$ cat src/rtl/rrs_pkg.sv
package rrs_pkg;
  localparam int          FIELD_W   = 8;
  localparam logic [7:0]  SEL_CODE  = 8'hFF;
  localparam int          IDX_LSB   = 24;
  typedef logic [FIELD_W-1:0] slot_t;
endpackage

$ cat src/rtl/rrs_pick.sv
module rrs_pick
  import rrs_pkg::*;
#(
  parameter int NUM_REQ   = 4,
  parameter int NUM_SLOTS = 6,
  localparam int HW  = (NUM_SLOTS > 1) ? $clog2(NUM_SLOTS) : 1,
  localparam int RIW = (NUM_REQ > 1) ? $clog2(NUM_REQ) : 1
) (
  input  logic [NUM_SLOTS-1:0][FIELD_W-1:0] ring_i,
  input  logic [HW-1:0]                     head_i,
  input  logic [NUM_REQ-1:0]                req_i,
  input  logic                              qos_en_i,
  input  logic [NUM_REQ-1:0]                qos_mask_i,
  output logic                              found_o,
  output logic [NUM_REQ-1:0]                win_o,
  output logic                              dflt_ok_o,
  output logic [NUM_REQ-1:0]                dflt_o
);
  logic [NUM_REQ-1:0] elig;
  slot_t              owner;
  slot_t              top;
  int                 pos;

  always_comb begin
    elig    = req_i & (qos_en_i ? qos_mask_i : {NUM_REQ{1'b1}});
    found_o = 1'b0;
    win_o   = '0;
    owner   = '0;
    pos     = 0;
    // search from the top of the ring, wrapping once
    for (int p = 0; p < NUM_SLOTS; p++) begin
      pos = int'(head_i) + p;
      if (pos >= NUM_SLOTS) pos = pos - NUM_SLOTS;
      owner = ring_i[pos];
      if (!found_o && (int'(owner) < NUM_REQ) && elig[owner[RIW-1:0]]) begin
        found_o                = 1'b1;
        win_o                  = '0;
        win_o[owner[RIW-1:0]]  = 1'b1;
      end
    end
    top       = ring_i[head_i];
    dflt_ok_o = (int'(top) < NUM_REQ);
    dflt_o    = '0;
    if (dflt_ok_o) dflt_o[top[RIW-1:0]] = 1'b1;
  end
endmodule

$ cat src/rtl/rrs_slot_store.sv
module rrs_slot_store
  import rrs_pkg::*;
#(
  parameter int NUM_REQ   = 4,
  parameter int NUM_SLOTS = 6,
  localparam int HW = (NUM_SLOTS > 1) ? $clog2(NUM_SLOTS) : 1
) (
  input  logic                              clk,
  input  logic                              rst_n,
  input  logic                              adv_i,
  input  logic                              prog_mode_i,
  input  logic                              reg_wr_i,
  input  logic [31:0]                       reg_wdata_i,
  output logic [NUM_SLOTS-1:0][FIELD_W-1:0] ring_o,
  output logic [HW-1:0]                     head_o,
  output logic [31:0]                       reg_rdata_o
);
  slot_t      rd_sel;
  logic [7:0] w_idx;
  logic       w_sel, w_slot;

  assign w_idx  = reg_wdata_i[IDX_LSB +: 8];
  assign w_sel  = reg_wr_i && (w_idx == SEL_CODE);
  assign w_slot = reg_wr_i && !w_sel && prog_mode_i &&
                  (int'(w_idx) < NUM_SLOTS) && (reg_wdata_i[23:8] == '0);

  always_ff @(posedge clk or negedge rst_n) begin
    if (!rst_n) begin
      for (int i = 0; i < NUM_SLOTS; i++) ring_o[i] <= FIELD_W'(i % NUM_REQ);
      head_o <= '0;
      rd_sel <= '0;
    end else begin
      if (adv_i) head_o <= (int'(head_o) == NUM_SLOTS - 1) ? '0 : head_o + 1'b1;
      if (w_sel) rd_sel <= reg_wdata_i[FIELD_W-1:0];
      if (w_slot) ring_o[w_idx[HW-1:0]] <= reg_wdata_i[FIELD_W-1:0];
    end
  end

  always_comb begin
    reg_rdata_o = '0;
    if (int'(rd_sel) < NUM_SLOTS) reg_rdata_o[FIELD_W-1:0] = ring_o[rd_sel[HW-1:0]];
  end
endmodule

$ cat src/rtl/rr_slot_arbiter.sv
module rr_slot_arbiter
  import rrs_pkg::*;
#(
  parameter int NUM_REQ   = 4,
  parameter int NUM_SLOTS = 6
) (
  input  logic               clk,
  input  logic               rst_n,
  input  logic [NUM_REQ-1:0] req_i,
  input  logic               qos_en_i,
  input  logic [NUM_REQ-1:0] qos_mask_i,
  input  logic               accept_i,
  input  logic               prog_mode_i,
  input  logic               reg_wr_i,
  input  logic [31:0]        reg_wdata_i,
  output logic [NUM_REQ-1:0] grant_o,
  output logic [31:0]        reg_rdata_o
);
  localparam int HW = (NUM_SLOTS > 1) ? $clog2(NUM_SLOTS) : 1;

  generate
    if (NUM_REQ == 1) begin : g_bypass
      always_ff @(posedge clk or negedge rst_n) begin
        if (!rst_n) grant_o <= '0;
        else        grant_o <= qos_en_i ? (req_i & qos_mask_i) : 1'b1;
      end
      assign reg_rdata_o = '0;
    end else begin : g_ring
      logic [NUM_SLOTS-1:0][FIELD_W-1:0] ring;
      logic [HW-1:0]                     head;
      logic                              found, dflt_ok, real_q, adv;
      logic [NUM_REQ-1:0]                win, dflt, grant_d;

      assign adv = accept_i && real_q;

      rrs_slot_store #(.NUM_REQ(NUM_REQ), .NUM_SLOTS(NUM_SLOTS)) store_i (
        .clk(clk), .rst_n(rst_n), .adv_i(adv), .prog_mode_i(prog_mode_i),
        .reg_wr_i(reg_wr_i), .reg_wdata_i(reg_wdata_i),
        .ring_o(ring), .head_o(head), .reg_rdata_o(reg_rdata_o));

      rrs_pick #(.NUM_REQ(NUM_REQ), .NUM_SLOTS(NUM_SLOTS)) pick_i (
        .ring_i(ring), .head_i(head), .req_i(req_i), .qos_en_i(qos_en_i),
        .qos_mask_i(qos_mask_i), .found_o(found), .win_o(win),
        .dflt_ok_o(dflt_ok), .dflt_o(dflt));

      always_comb begin
        if (found)                     grant_d = win;
        else if (!qos_en_i && dflt_ok) grant_d = dflt;
        else                           grant_d = '0;
      end

      always_ff @(posedge clk or negedge rst_n) begin
        if (!rst_n) begin
          grant_o <= '0;
          real_q  <= 1'b0;
        end else begin
          grant_o <= grant_d;
          real_q  <= found;
        end
      end
    end
  endgenerate
endmodule

$ cat config.mk
export PLATFORM = sky130hd
export DESIGN_NAME = rr_slot_arbiter
export DESIGN_NICKNAME = d
export VERILOG_FILES = /design/src/rtl/rrs_pkg.sv /design/src/rtl/rrs_pick.sv /design/src/rtl/rrs_slot_store.sv /design/src/rtl/rr_slot_arbiter.sv
export SDC_FILE = /design/constraint.sdc
export NUM_CORES = 1
export LEC_CHECK = 0
export BUFFER_PORTS_ARGS = -buffer_cell sky130_fd_sc_hd__buf_2
export CAP_MARGIN = 20
export CORE_ASPECT_RATIO = 1.5
export CORE_MARGIN = 2
export CORE_UTILIZATION = 45
export DETAILED_ROUTE_END_ITERATION = 16
export MAX_ROUTING_LAYER = met4
export PLACE_DENSITY = 0.65
export RECOVER_POWER = 50
export SYNTH_ARGS = -nofsm -noshare
export SYNTH_HDL_FRONTEND = slang
export SYNTH_HIERARCHICAL = 1
export SYNTH_SLANG_ARGS = --single-unit
$ cat constraint.sdc
create_clock -name clk -period 10.3 [get_ports clk]
set_clock_uncertainty 0.2 [all_clocks]
set_input_delay 2.06 -clock clk [delete_from_list [all_inputs] [get_ports clk]]
set_output_delay 2.06 -clock clk [all_outputs]
set_load 0.01 [all_outputs]
==> results.sh, run 1 <==
export IMPL_seq_area_um2=1610
export IMPL_yosys_warnings=6
export IMPL_maxCapViolCount=1
export IMPL_drt_initial_drc_count=251
export IMPL_grt_pass1_vias=4358
export IMPL_power_leakage_nw=2.73
export IMPL_hold_violations=0
export IMPL_worstSetupPathType="flop to flop"
export IMPL_die_w_um=93.5
export IMPL_violations="capacitance limit, slew limit"
export IMPL_multiInputGateArea_um2=3550
export IMPL_io_pin_count=82
export IMPL_cp_startpoint="g_ring.store_i/head_o[1]$_DFFE_PN0P_"
export IMPL_die_height_um=138
export IMPL_slew_violations=65
export IMPL_clockBufferDepth=2
export IMPL_antenna_found_initial=0
export IMPL_drc=0
export IMPL_end_kind="flop"
export IMPL_outcome="complete, but fails checks"
export IMPL_async_flop_share=1.00
export IMPL_ant_nets=0
export IMPL_fmax_ghz=0.191
export IMPL_hpwl_um=11300
export IMPL_internal_power_mw=0.849
export IMPL_mostFrequentLayoutCell="dfrtp_1"
export IMPL_synth_edf_count=0
export IMPL_fillers=1102
export IMPL_hold_depth=1
export IMPL_drt_pass1_iterations=5
export IMPL_via_per_inst=6.04
export IMPL_fin_nets=642
export IMPL_fin_crit_sh=0.508
export IMPL_dp_slack_ps=5130
export IMPL_num_vias=4481
export IMPL_p_sw_mw=0.778
export IMPL_clock_latency_ps=330
export IMPL_min_delay_start="g_ring.store_i/rd_sel[3]$_DFFE_PN0P_"
export IMPL_dieArea_um2=12900
export IMPL_grt_max_degree=65
export IMPL_max_slew_worst_pin_slew_ps=3410
export IMPL_port_buffers=57
export IMPL_n_antenna_cell=0
export IMPL_ir_drop_v=0.000155
export IMPL_cts_root_buf="clkbuf_16"
export IMPL_routedWlPerCell_um=19.5
export IMPL_routed_wl_um=14400
export IMPL_initial_core_util=0.457
export IMPL_r2r_end="grant_o[2]$_DFF_PN0_"
export IMPL_min_to="g_ring.store_i/rd_sel[3]$_DFFE_PN0P_"
export IMPL_setup_ws_ps=5070
export IMPL_min_path_type="flop to flop"
export IMPL_p_comb_frac=0.638
export IMPL_cts_tree="built"
export IMPL_reg2reg_from="g_ring.store_i/head_o[1]$_DFFE_PN0P_"
export IMPL_grt_remaining_overflow=0
export IMPL_gp_congestion=0.949
export IMPL_rsz0062_at_grt="no"
export IMPL_cts_sinks=64
export IMPL_crit_path_max_fanout=22
export IMPL_synth_seq_cells=64
export IMPL_slew_headroom=-1.28
export IMPL_postCtsSetupBuffers=0
export IMPL_cts_resized=0
export IMPL_setup_tns_ps=0
export IMPL_netSwitchingFraction=0.478
export IMPL_postSynthCellCount=533
export IMPL_rows=49
export IMPL_synth_area_per_cell_um2=10.1
export IMPL_layout_common_cells="dfrtp_1, buf_2, mux2_2"
export IMPL_fin_crit_ps=5230
export IMPL_pwr_share_clk=0.181
export IMPL_crit_arrival_ps=5240
export IMPL_rr_worst_depth=14
export IMPL_cts_hold_fix_buffers=0
export IMPL_grt_pass1_wl_um=23000
export IMPL_syn_to_final_growth_pct=10.7
export IMPL_core_area_um2=11800
export IMPL_ys_seq_area_frac=0.297
export IMPL_power_frac_seq=0.181
export IMPL_r2r_setup_slack_ps=5070
export IMPL_cp_start_kind="flop"
export IMPL_synth_area_um2=5410
export IMPL_cts_htree_levels=3
export IMPL_p_per_area_nw_per_um2=272
export IMPL_grt_usage=0.235
export IMPL_synth_distinct_cells=84
export IMPL_setup_viol=0
export IMPL_path_clk_slew_ps=50
export IMPL_ys_dominant_reg_cell="dfrtp_1"
export IMPL_required_ps=10310
export IMPL_drive_gt1_frac=0.295
export IMPL_cts_buffers_inserted=9
worst max-delay path by stage:
stage | end | cells past startpoint
6_report | grant_o[2]$_DFF_PN0_ | 14
5_1_grt | g_ring.store_i/ring_o[34]$_DFFE_PN0P_ | 2
4_1_cts | grant_o[2]$_DFF_PN0_ | 14
3_5_place_dp | grant_o[2]$_DFF_PN0_ | 14
3_3_place_gp | grant_o[2]$_DFF_PN0_ | 14
2_1_floorplan | grant_o[2]$_DFF_PN0_ | 11
sequential cells by signal, indices dropped and copies added, names as in the netlist:
name	cells
g_ring.store_i/ring_o	48
grant_o	4
g_ring.store_i/head_o	3
g_ring.store_i/rd_sel	8
g_ring.real_q	1
synthesized netlist by cell type, drive strengths merged, types with 3 or more instances:
master	number	area [um^2]
nand4	4	40.0
nand2	29	109
nand2b	6	37.5
a21o	3	22.5
dfrtp	59	1480
nor2	39	146
a211oi	12	90.1
o2111ai	3	26.3
o211ai	3	27.5
buf	35	259
o31ai	5	47.5
mux4	8	180
xnor2	4	42.6
nor2b	5	31.3
nand3b	5	37.5
a31oi	3	18.8
nor4	19	209
clkbuf	7	26.3
ha	12	150
a22o	3	26.3
a211o	7	62.6
mux2	63	769
o22ai	8	56.3
a21oi	13	65.1
dfstp	5	131
a221oi	7	61.3
or4	5	37.5
o22a	3	26.3
or2	3	18.8
nand3	16	85.1
or3	3	23.8
a2111oi	5	46.3
o21a	8	60.1
nor3	15	80.1
and2	4	25.0
inv	14	52.6
o221ai	4	41.3
mux2i	34	344
o21ai	19	95.1
power groups by stage:
| stage | combinational [mW] | clock [mW] | sequential, mW |
|---|---|---|---|
| 3_3_place_gp | 1.01 | 0 | 0.297 |
| 3_5_place_dp | 1.02 | 0 | 0.297 |
| 5_1_grt | 1.13 | 0.309 | 0.297 |
| 6_report | 1.04 | 0.295 | 0.294 |
| 4_1_cts | 1.03 | 0.301 | 0.293 |
| 2_1_floorplan | 0.821 | 0 | 0.284 |
kinds of logic (layout without fill, tap and decap cells):
logic type,after synthesis,after routing,share of synthesized area
xor+xnor,6,6,0.0111
mux,105,105,0.239
compound gates,125,125,0.177
buf+inv,56,89,0.0625
flops,64,64,0.297
fa+ha+maj,12,12,0.0278
other cells,1,24,0.000693
simple gates,164,164,0.185
final cells by class:
| type | count | share of cell area |
|---|---|---|
| timing repair buffer | 59 | 0.0489 |
| inverter | 14 | 0.00878 |
| sequential | 64 | 0.269 |
| multi-input combinational | 436 | 0.593 |
| clock buffer | 12 | 0.0412 |
| clock inverter | 4 | 0.00753 |
| tap | 153 | 0.0320 |
through the flow:
| stage | util | total power, mW | instance area [um^2] | std cells | hold WS, ps |
|---|---|---|---|---|---|
| 6_report | 0.506 | 1.63 | 5990 | 742 | 308 |
| 2_1_floorplan | - | 1.10 | 5500 | 556 | 281 |
| 3_5_place_dp | 0.482 | 1.32 | 5700 | 726 | 298 |
| 5_1_grt | 0.506 | 1.74 | 5990 | 742 | 327 |
| 4_1_cts | 0.507 | 1.62 | 5990 | 742 | 309 |
| 3_3_place_gp | 0.482 | 1.30 | 5700 | 726 | 290 |
layer usage:
metal | GRT usage | wire [um]
met1 | 0.259 | 5510
met2 | 0.431 | 8030
met3 | 0.0294 | 540
met4 | 0.0720 | 350
met5 | - | 0
critical path, stage by stage, from the launching register on:
cell	delay (ps)
dfrtp_1	790
inv_1	340
ha_1	560
ha_1	300
a21oi_1	240
o22ai_1	160
nor4_1	530
nand2b_1	280
a221oi_1	150
o31ai_2	530
and4bb_1	340
a2111oi_0	400
o32ai_1	150
nand2_1	80
o21ai_1	60
Power figures use the tool's default switching activity.
==> run 2, diff against run 1 <==
Settings changed: PLACE_DENSITY 0.65 to 0.68.
Clock period 10.3 ns to 4.2 ns, I/O delays scaled along.
==> results.sh, run 2 (synthesis gave the netlist of run 1 again) <==
export IMPL_drt_initial_drc_count=323
export IMPL_drt_pass1_iterations=6
export IMPL_port_buffers=57
export IMPL_num_vias=4748
export IMPL_grt_pass1_vias=4701
export IMPL_reg2reg_from="g_ring.store_i/head_o[0]$_DFFE_PN0P_"
export IMPL_grt_use_met2=0.407
export IMPL_crit_path_max_fanout=4
export IMPL_end_kind="flop"
export IMPL_routedWlPerCell_um=19.8
export IMPL_io_pin_count=82
export IMPL_hold_violations=0
export IMPL_antenna_found_initial=0
export IMPL_seq_area_um2=1610
export IMPL_hold_ws_ps=312
export IMPL_routed_wl_um=15200
export IMPL_clockBufferDepth=2
export IMPL_drc=0
export IMPL_drive_gt1_frac=0.356
export IMPL_cts_tree="built"
export IMPL_mostFrequentLayoutCell="dfrtp_1"
export IMPL_grt_remaining_overflow=0
export IMPL_ir_drop_v=0.000360
export IMPL_cts_buffers_inserted=9
export IMPL_clock_latency_ps=330
export IMPL_via_per_inst=6.18
export IMPL_crit_arrival_ps=4060
export IMPL_worstSetupPathType="flop to flop"
export IMPL_ant_nets=0
export IMPL_fillers=1030
export IMPL_dieArea_um2=12900
export IMPL_grt_max_degree=38
export IMPL_required_ps=4260
export IMPL_grt_usage=0.246
export IMPL_outcome="finished, final reports clean"
export IMPL_p_per_area_nw_per_um2=731
export IMPL_initial_core_util=0.457
export IMPL_maxCapViolCount=0
export IMPL_setup_ws_ps=198
export IMPL_rows=49
export IMPL_min_path_type="flop to flop"
export IMPL_dp_cells=749
export IMPL_fin_crit_sh=0.953
export IMPL_cts_hold_fix_buffers=0
export IMPL_hpwl_um=11500
export IMPL_n_antenna_cell=0
export IMPL_cts_htree_levels=3
export IMPL_dp_slack_ps=129
export IMPL_cp_cell_sequence="inv_1 > ha_1 > inv_1 > ha_1 > a211o_1 > a22o_1 > a221oi_2 > o22ai_2 > a211oi_1 > a211o_1 > nand2_1 > or3_4 > o32ai_1 > nand2_1 > o21ai_1"
export IMPL_cp_start_kind="flop"
export IMPL_critPathSlowestCell="or3_4"
export IMPL_slew_violations=0
export IMPL_syn_to_final_growth_pct=18.0
export IMPL_fin_nets=668
export IMPL_gp_congestion=1.08
export IMPL_path_clk_slew_ps=60
export IMPL_core_area_um2=11800
export IMPL_grt_busiest_layer="met2"
export IMPL_reg_top3="g_ring.store_i/ring_o: 48 flops, g_ring.store_i/rd_sel: 8 flops, grant_o: 4 flops"
export IMPL_die_height_um=138
export IMPL_cts_sinks=64
export IMPL_r2r_setup_slack_ps=200
export IMPL_power_leakage_nw=2.92
export IMPL_rsz0062_at_grt="yes"
export IMPL_die_w_um=93.5
export IMPL_stdcell_count=768
export IMPL_fin_area_um2=6380
export IMPL_fin_crit_ps=4000
export IMPL_multiInputGateArea_um2=3680
export IMPL_r2r_end="grant_o[3]$_DFF_PN0_"
export IMPL_cp_slowest_stage_delay_ps=400
export IMPL_hold_depth=1
export IMPL_max_slew_worst_pin_slew_ps=1440
export IMPL_cts_root_buf="clkbuf_16"
export IMPL_rr_worst_depth=15
export IMPL_cp_startpoint="g_ring.store_i/head_o[0]$_DFFE_PN0P_"
export IMPL_power_total_mw=4.67
export IMPL_use_met1=0.267
export IMPL_largest_register_ffs=48
export IMPL_fmax_ghz=0.250
export IMPL_setup_viol=0
export IMPL_grt_pass1_wl_um=24200
export IMPL_layout_common_cells="dfrtp_1, buf_2, mux2_2"
export IMPL_dpl_cell_area_um2=5870
export IMPL_grt_util_met3=0.0458
export IMPL_slew_headroom=0.0406
export IMPL_min_to="g_ring.store_i/rd_sel[3]$_DFFE_PN0P_"
export IMPL_top_register="g_ring.store_i/ring_o"
export IMPL_min_delay_start="g_ring.store_i/rd_sel[3]$_DFFE_PN0P_"
## run 2: cell count changes in the layout (fill, tap and decap cells not counted), moves of 3 or more
| cell | before | now |
|---|---|---|
| buf_4 | 1 | 27 |
| a221oi_1 | 7 | 2 |
| a221oi_2 | 0 | 3 |
| bufinv_16 | 1 | 4 |
| clkinv_2 | 3 | 0 |
## run 2: layer usage
layer	share of wire	wire, um
met5	0	0
met4	0.064	975
met3	0.050	756
met2	0.52	7870
met1	0.37	5600
## run 2: what timing repair did
item,in CTS,in global routing
buffers inserted,0,3
endpoints found under the setup margin,0,5
resized for setup,0,24
## run 2: final cells by class
| class | instances | share of cell area |
|---|---|---|
| sequential | 64 | 0.252 |
| clock buffer | 11 | 0.0364 |
| inverter | 14 | 0.00823 |
| multi-input combinational | 436 | 0.577 |
| timing repair buffer | 85 | 0.0766 |
| tap | 153 | 0.0300 |
| clock inverter | 5 | 0.0202 |
## run 2: worst max-delay path by stage
| stage | slack, ps | cells after the start | end |
|---|---|---|---|
| global route | -20 | 15 | grant_o[3]$_DFF_PN0_ |
| CTS | 100 | 14 | grant_o[2]$_DFF_PN0_ |
| finish | 200 | 15 | grant_o[3]$_DFF_PN0_ |
| detailed placement | 130 | 14 | grant_o[2]$_DFF_PN0_ |
| floorplan | 40 | 17 | grant_o[2]$_DFF_PN0_ |
| global placement | 170 | 14 | grant_o[2]$_DFF_PN0_ |
## run 2: through the flow
step | util | TNS, ps
6_report | 0.540 | 0
5_1_grt | 0.540 | -17.0
4_1_cts | 0.527 | 0
3_5_place_dp | 0.496 | 0
3_3_place_gp | 0.496 | 0
2_1_floorplan | - | 0
## run 2: critical path, delay by kind of cell, from the launching register on
family	cells	cell delay [ps]
fa+ha+maj	2	560
compound gates	8	1960
simple gates	3	620
flops	1	380
buf+inv	2	210
## run 2: power by group
group / switching, mW / leakage [nW] / total, mW / internal, mW
Clock: 0.264 / 0.174 / 0.905 / 0.641
Sequential: 0.0388 / 0.860 / 0.693 / 0.654
Combinational: 1.83 / 1.88 / 3.07 / 1.24
Total: 2.14 / 2.92 / 4.67 / 2.53
